## config.mk

```make
export PLATFORM = sky130hd
export DESIGN_NAME = iowin_decode
export DESIGN_NICKNAME = d
export VERILOG_FILES = /design/src/rtl/iowin_decode.sv
export SDC_FILE = /design/constraint.sdc
export NUM_CORES = 1
export LEC_CHECK = 0
export BUFFER_PORTS_ARGS = -buffer_cell sky130_fd_sc_hd__buf_4
export CAP_MARGIN = 20
export CORE_MARGIN = 3
export CORE_UTILIZATION = 60
export DETAILED_ROUTE_END_ITERATION = 8
export GPL_ROUTABILITY_DRIVEN = 1
export HOLD_SLACK_MARGIN = 0.1
export PLACE_DENSITY = 0.93
export SLEW_MARGIN = 20
export SYNTH_ARGS = -nofsm -noshare
export SYNTH_HDL_FRONTEND = slang
export SYNTH_SLANG_ARGS = --single-unit
```

## constraint.sdc

```tcl
create_clock -name clk -period 5.5 [get_ports clk]
set_clock_uncertainty 0.2 [all_clocks]
set_input_delay 0.55 -clock clk [delete_from_list [all_inputs] [get_ports clk]]
set_output_delay 0.55 -clock clk [all_outputs]
set_load 0.01 [all_outputs]
```

## src/rtl/iowin_decode.sv

```systemverilog
module iowin_decode #(
  parameter int NUM_SOCK  = 2,
  parameter int AW        = 16,
  parameter int CLK_NS    = 70,
  parameter int WS_OFS_NS = 14,
  parameter int NS_W      = 16,
  parameter int SOCK_W    = (NUM_SOCK > 1) ? $clog2(NUM_SOCK) : 1
) (
  input  logic              clk,
  input  logic              rst_n,
  input  logic              reg_we,
  input  logic [SOCK_W-1:0] reg_sock,
  input  logic [1:0]        reg_win,
  input  logic              reg_sel,
  input  logic [15:0]       reg_wdata,
  output logic [15:0]       reg_rdata,
  input  logic              host_strb,
  input  logic [SOCK_W-1:0] host_sock,
  input  logic [AW-1:0]     host_addr,
  output logic              hit,
  output logic              hit_win,
  output logic [SOCK_W-1:0] hit_sock,
  output logic [1:0]        hit_width,
  output logic [3:0]        hit_wait,
  output logic [NS_W-1:0]   hit_wait_ns
);
  localparam int NWIN  = 2;
  localparam int NSLOT = NUM_SOCK * NWIN;

  logic [NSLOT-1:0][AW-1:0] base_q;
  logic [NSLOT-1:0][15:0]   ctrl_q;
  logic [NSLOT-1:0]         slot_m;

  for (genvar gi = 0; gi < NSLOT; gi++) begin : g_slot
    localparam int WI = gi / NUM_SOCK;
    localparam int SI = gi % NUM_SOCK;
    logic          sel;
    logic [AW-1:0] span;
    logic          range_m;
    assign sel     = (reg_win == 2'(WI)) && (reg_sock == SOCK_W'(SI));
    assign span    = base_q[gi] ^ (base_q[gi] - AW'(1));
    assign range_m = ((host_addr ^ base_q[gi]) & ~span) == '0;
    assign slot_m[gi] = ctrl_q[gi][15] && (ctrl_q[gi][10:8] == 3'(host_sock)) &&
                        (ctrl_q[gi][14] ? (host_addr == base_q[gi]) : range_m);

    always_ff @(posedge clk or negedge rst_n) begin
      if (!rst_n) begin
        base_q[gi] <= '0;
        ctrl_q[gi] <= '0;
      end else if (reg_we && sel) begin
        if (reg_sel)
          ctrl_q[gi] <= {reg_wdata[15:14], ~reg_wdata[12], reg_wdata[12:8], 4'b0, reg_wdata[3:0]};
        else
          base_q[gi] <= reg_wdata[AW-1:0];
      end
    end
  end

  always_comb begin
    reg_rdata = '0;
    for (int i = 0; i < NSLOT; i++)
      if (reg_win == 2'(i / NUM_SOCK) && reg_sock == SOCK_W'(i % NUM_SOCK))
        reg_rdata = reg_sel ? ctrl_q[i] : 16'(base_q[i]);
  end

  logic        any_m;
  logic        win_n;
  logic [SOCK_W-1:0] sock_n;
  logic [15:0] ctrl_n;

  always_comb begin
    any_m  = 1'b0;
    win_n  = 1'b0;
    sock_n = '0;
    ctrl_n = '0;
    for (int i = NSLOT - 1; i >= 0; i--)
      if (slot_m[i]) begin
        any_m  = 1'b1;
        win_n  = 1'(i / NUM_SOCK);
        sock_n = SOCK_W'(i % NUM_SOCK);
        ctrl_n = ctrl_q[i];
      end
  end

  logic take;
  assign take = host_strb && any_m;

  always_ff @(posedge clk or negedge rst_n) begin
    if (!rst_n) begin
      hit         <= 1'b0;
      hit_win     <= 1'b0;
      hit_sock    <= '0;
      hit_width   <= '0;
      hit_wait    <= '0;
      hit_wait_ns <= '0;
    end else begin
      hit         <= take;
      hit_win     <= take ? win_n : 1'b0;
      hit_sock    <= take ? sock_n : '0;
      hit_width   <= take ? ctrl_n[12:11] : 2'b0;
      hit_wait    <= take ? ctrl_n[3:0] : 4'b0;
      hit_wait_ns <= take ? NS_W'(int'(ctrl_n[3:0]) * CLK_NS / 2 + WS_OFS_NS) : '0;
    end
  end

  a_r9_hit_follows_strobe: assert property (@(posedge clk) disable iff (!rst_n)
    !host_strb |=> !hit);
  a_r9_idle_outputs_zero: assert property (@(posedge clk) disable iff (!rst_n)
    !hit |-> (hit_win == 1'b0 && hit_width == 2'b0 && hit_wait == 4'b0 && hit_wait_ns == '0));
  a_r3_bad_index_no_write: assert property (@(posedge clk) disable iff (!rst_n)
    (reg_we && reg_win[1]) |=> ($stable(base_q) && $stable(ctrl_q)));
  a_r6_disabled_no_hit: assert property (@(posedge clk) disable iff (!rst_n)
    (host_strb && slot_m == '0) |=> !hit);
  a_r10_wait_floor: assert property (@(posedge clk) disable iff (!rst_n)
    hit |-> hit_wait_ns >= NS_W'(WS_OFS_NS));
  a_r2_ctrl_reserved_zero: assert property (@(posedge clk) disable iff (!rst_n)
    (reg_sel && !reg_win[1]) |-> reg_rdata[7:4] == 4'b0);
endmodule

```

-- After elaboration in Yosys (flattened, before gate mapping)
Cells that the tools add are included.
- bits of input ports: 41
- register bits: 132
- output and inout bits: 41
- word-level logic and storage cells: 108
- mux-type cells: 30
- bitwise gates (word level): 19
- add/sub/neg operators: 5
- reductions and logical operators: 30
- multiply operators: 1
- equal/unequal tests: 9
- operator list (cell ; number):
    $mux 16 ; 8
    $xor 16x16->16 ; 8
    $and 16x16->16 ; 4
    $eq 16x16->1 ; 4
    $logic_not 16->1 ; 4
    $not 16->16 ; 4
    $sub 16x1->16 const B ; 4
    $mux 13 ; 4
    $logic_and 1x1->1 ; 17
    $reduce_and 2->1 ; 8
    $mux 1 ; 15
    $eq 3x1->1 ; 4
    $add 10x4->11 const B ; 1
    $mux 11 ; 1
    $mul 4x6->10 const B ; 1
    $mux 4 ; 1
    $not 1->1 ; 3
    $eq 2x1->1 const B ; 1
    $logic_not 2->1 ; 1
    $mux 2 ; 1

-- Longest topological paths before layout
- depth after elaboration: 14
- gate-level depth with buffers: 23
- gate-level depth less buffers: 22

-- Worst setup path after synthesis
No wires, ideal clock.
- path kind: register to register
- from: reg base_q[17] (netlist name)
- to: reg hit_wait_ns[8]
- required time: 5.223 ns
- clock period less this slack: 4.664 ns
- arrival: 4.387 ns
- setup slack: 0.836 ns
- path buffers: 1
- setup time: 0.077 ns
- stages on the path, launching flop included: 23
- path through: dfrtp_1 > inv_1 > ha_1 > nor2_1 > a221oi_1 > o21ai_1 > or4_1 > o41ai_2 > buf_6 > a21oi_1 > a22oi_4 > inv_1 > ha_1 > xnor2_1 > ha_1 > inv_1 > fa_1 > nor2b_1 > o21ai_0 > nand2b_1 > a21oi_1 > or3_1 > a21oi_1
- word-level cells in the longest chain between the ends: 12
- elaborated cells on any way between the ends: 17
- those cells by class: 2 x add/sub; 1 x mul; 1 x eq/ne; 6 x mux; 4 x bitwise; 3 x reduce/logical
- ends and longest elaborated chain (item ; RTL line ; text):
    start: declaration ; 30 ; logic [NSLOT-1:0][AW-1:0] base_q;
    start signal: indexed assignment ; 54 ; base_q[gi] <= reg_wdata[AW-1:0];
    $sub 16x1->16 ; 41 ; assign span = base_q[gi] ^ (base_q[gi] - AW'(1));
    $xor 16x16->16 ; 41 ;
    $not 16->16 ; 42 ; assign range_m = ((host_addr ^ base_q[gi]) & ~span) == '0;
    $and 16x16->16 ; 42 ;
    $logic_not 16->1 ; 42 ;
    $mux 1 * ; 44 ; (ctrl_q[gi][14] ? (host_addr == base_q[gi]) : range_m);
    $logic_and 1x1->1 * ; 43 ; assign slot_m[gi] = ctrl_q[gi][15] && (ctrl_q[gi][10:8] == 3'(host_sock)) &&
    $mux 13 (2 in a row) ; 77 ; if (slot_m[i]) begin
    $mul 4x6->10 ; 102 ; hit_wait_ns <= take ? NS_W'(int'(ctrl_n[3:0]) * CLK_NS / 2 + WS_OFS_NS) : '0;
    $add 10x4->11 ; 102 ;
    $mux 11 * ; 102 ;
    end signal: assignment ; 102 ;
    end: declaration ; 25 ; output logic [NS_W-1:0] hit_wait_ns
Every way passes the cells marked *; elsewhere a longest branch is shown, timed or not.
A chain may end at the register's enable or synchronous reset.

-- Final worst setup path
- from: reg base_q[36] (netlist name)
- to: reg hit_wait_ns[8]
- word-level cells in the longest chain between the ends: 13
- elaborated cells on any way between the ends: 19
- those cells by class: 2 x add/sub; 1 x mul; 1 x eq/ne; 8 x mux; 4 x bitwise; 3 x reduce/logical
- ends and longest elaborated chain (item ; RTL line):
    $sub 16x1->16 ; 41
    $xor 16x16->16 ; 41
    $not 16->16 ; 42
    $and 16x16->16 ; 42
    $logic_not 16->1 ; 42
    $mux 1 * ; 44
    $logic_and 1x1->1 * ; 43
    $mux 13 (3 in a row) ; 77
    $mul 4x6->10 ; 102
    $add 10x4->11 ; 102
    $mux 11 * ; 102
Marked as above.

==> flow_metrics.tcl <==
set metrics [dict create \
    setup_violations 0 \
    ir_worst_vdd_uv 332 \
    clk_latency_ps 430 \
    hold_violations 0 \
    finalMaxSlewViolations 0 \
    overflow 0 \
    antenna_found_initial 0 \
    hold_path.class "in2async" \
    end_kind "register" \
    yosysWarnings 0 \
    slew_headroom 0.193 \
    cts_tree "yes" \
    die-area_sq_um 15200 \
    syn_avg_cell_area_sq_um 10.1 \
    power_density_nw_per_um2 367 \
    htree_levels 4 \
    cp_top_family "compound AO/OA/AOI/OAI gates" \
    grt_pass1_vias 6940 \
    dpl.hpwl_um 17800 \
    path_max_fanout 6 \
    finalCritPeriodShare 0.970 \
    ys_ff_latch 130 \
    grt_max_degree 77 \
    drive_gt1_frac 0.285 \
    required_ps 5640 \
    wl_per_cell_um 24.3 \
    ys_seq_area_frac 0.394 \
    dpl_worst_slack_ps 259 \
    synth_top_area_frac 0.394 \
    initial_utilization 0.618 \
    die_y_um 123 \
    crit_path_max_incr_delay_ps 460 \
    row_count 42 \
    worst-path-buf-inv 2 \
    leakage_nw 4.09 \
    syn_inst 820 \
    numCtsBuffers 17 \
    slowest_stage "or3_4" \
    final_antenna_net_count 0 \
    synthFlopType "dfrtp_1" \
    worst_pin_slew_ps 1210 \
    viasPerCell 6.70 \
    crit_chain "or3_4 -> nor3b_4 -> a31oi_1 -> a2111oi_2 -> a31o_2 -> nor2b_1 -> a221o_1 -> a22oi_4 -> inv_1 -> ha_1 -> xnor2_1 -> ha_1 -> inv_1 -> fa_1 -> nor2b_1 -> o21ai_0 -> nand2b_1 -> a21oi_1 -> or3_1 -> a21oi_1" \
    drc_errors 0 \
    syn2layout_area_growth_pct 15.3 \
    path_clk_slew_ps 60 \
    clock.fmax_mhz 187 \
    gp_congestion 1.05 \
    grt_pass1_wl_um 39300 \
    total_power_mw 3.49 \
    synth_most_common_cell "dfrtp_1" \
    synth.largest_area_cell "dfrtp_1" \
    antenna_cells 0 \
    wl_um 25900 \
    layout_min_cycle_time_ps 5340 \
    syn-cell-area_sq_um 8250 \
    via_count 7127 \
    crit_type "reg2reg" \
    die_w_um 123 \
    drv_cap 0 \
    dpl_cell_area_sq_um 8880 \
    synth.area.top_cells "dfrtp_1 39%, mux2_2 15%, mux2i_1 5.2%" \
    firstDrtPassIters 6 \
    synth_commonest_cells "130 x dfrtp_1, 107 x mux2_2, 52 x nand2_1, 52 x nor2_1, 47 x o21ai_0" \
    timing.hold.ws_ps 74.6 \
    cts.sinks 130 \
    drt_iter0_drc 1025 \
    synth_edf_count 0 \
    worst_slack_ps 165 \
    grt_usage 0.347 \
    cts_buffer_depth 2 \
    num_io_pins 82 \
    async_reset_ff_frac 1.00 \
    final_util 0.712 \
    arrival_ps 5480 \
    fin_nets 933 \
    worstSetupStartpointType "register" \
    portBuffers 75 \
    status "completed" \
    stdcell_area_sq_um 9510 \
    core-area_sq_um 13300 \
    ys_types 69 \
    cts-root-buf "clkbuf_16" \
]
-- where the power goes --
group          total [mW]  internal [mW]  switching (mW)
clock network        1.12          0.674           0.441
registers            1.47           1.15           0.316
logic               0.912          0.445           0.467
-- sequential cells by signal (all words and copies together), names as in the netlist --
name and cells:
hit_sock 1, hit_win 1, hit_width 2, hit_wait_ns 10, hit 1, base_q 64, hit_wait 3, ctrl_q 48
-- metal layers --
metal / vias to the layer above / global-route usage / part of all wire
met2: 489 / 0.533 / 0.46
met5: - / 0 / 0
met1: 3470 / 0.471 / 0.39
li1: 3070 / - / -
met3: 98 / 0.0837 / 0.10
met4: 0 / 0.147 / 0.037
-- metrics by stage --
stage,instances,setup TNS [ps]
floorplan,825,0
global placement,1030,0
detailed placement,1030,0
CTS,1061,0
global route,1064,-15.4
finish,1064,0
-- final timing paths --
path,start,endpoint,slack [ps],cells past startpoint
worst max register to register,base_q[36]$_DFFE_PN0P_,hit_wait_ns[8]$_DFF_PN0_,160,20
min in group clk,reg_wdata[5],base_q[53]$_DFFE_PN0P_,160,3
worst min register to register,ctrl_q[61]$_DFFE_PN0P_,ctrl_q[61]$_DFFE_PN0P_,330,2
max in group asynchronous,rst_n,ctrl_q[56]$_DFFE_PN0P_,3770,2
worst min-delay path,rst_n,hit_wait_ns[9]$_DFF_PN0_,70,1
worst max-delay path,base_q[36]$_DFFE_PN0P_,hit_wait_ns[8]$_DFF_PN0_,160,20
-- layout make-up --
cell class                      instances  area, sq um
Sequential cell                       130         3260
Inverter                               23         86.3
Multi-Input combinational cell        616         4710
Clock buffer                           18          439
Timing Repair Buffer                   88          661
Clock inverter                         13          136
Fill cell                             927         3840
Tap cell                              176          220
-- repair_timing --
item,CTS,global route
setup buffers,0,3
endpoints found under the hold margin,0,0
hold buffers,0,0
setup endpoints to repair,0,1
gates resized for setup,0,6
-- cells in the final DEF, fill, tap and decap left out, types with 4 or more instances in the layout --
cell type	synthesis	layout
buf_4	8	88
nor3_1	19	18
nand2b_1	7	7
a21oi_1	21	21
xor2_1	25	25
o31ai_1	4	4
nand4_1	10	10
o21ai_0	47	47
clkbuf_16	0	17
a2111oi_0	5	5
conb_1	1	6
or2_2	4	4
nand2_1	52	52
or3_1	5	4
o22ai_1	13	13
a22oi_1	7	7
a221oi_1	5	5
nor2b_1	24	24
clkinv_4	0	4
nor4_1	13	13
xnor2_1	44	44
nand3_1	14	14
dfrtp_1	130	128
ha_1	15	15
nor2_1	52	52
a211oi_1	13	13
clkinv_2	0	5
mux2_2	107	107
mux2i_1	43	43
inv_1	23	23
nor3b_1	4	4
-- logic make-up (layout without fill, tap and decap cells) --
logic type	count (synthesis)	in the layout	share of synthesized area
simple gates	222	222	0.141
mux	150	150	0.198
xor+xnor	69	69	0.0733
buf+inv	79	142	0.0414
other cells	1	6	0.000455
compound gates	153	153	0.126
fa+ha+maj	16	16	0.0252
flops	130	130	0.394
Power figures use the tool's default switching activity.
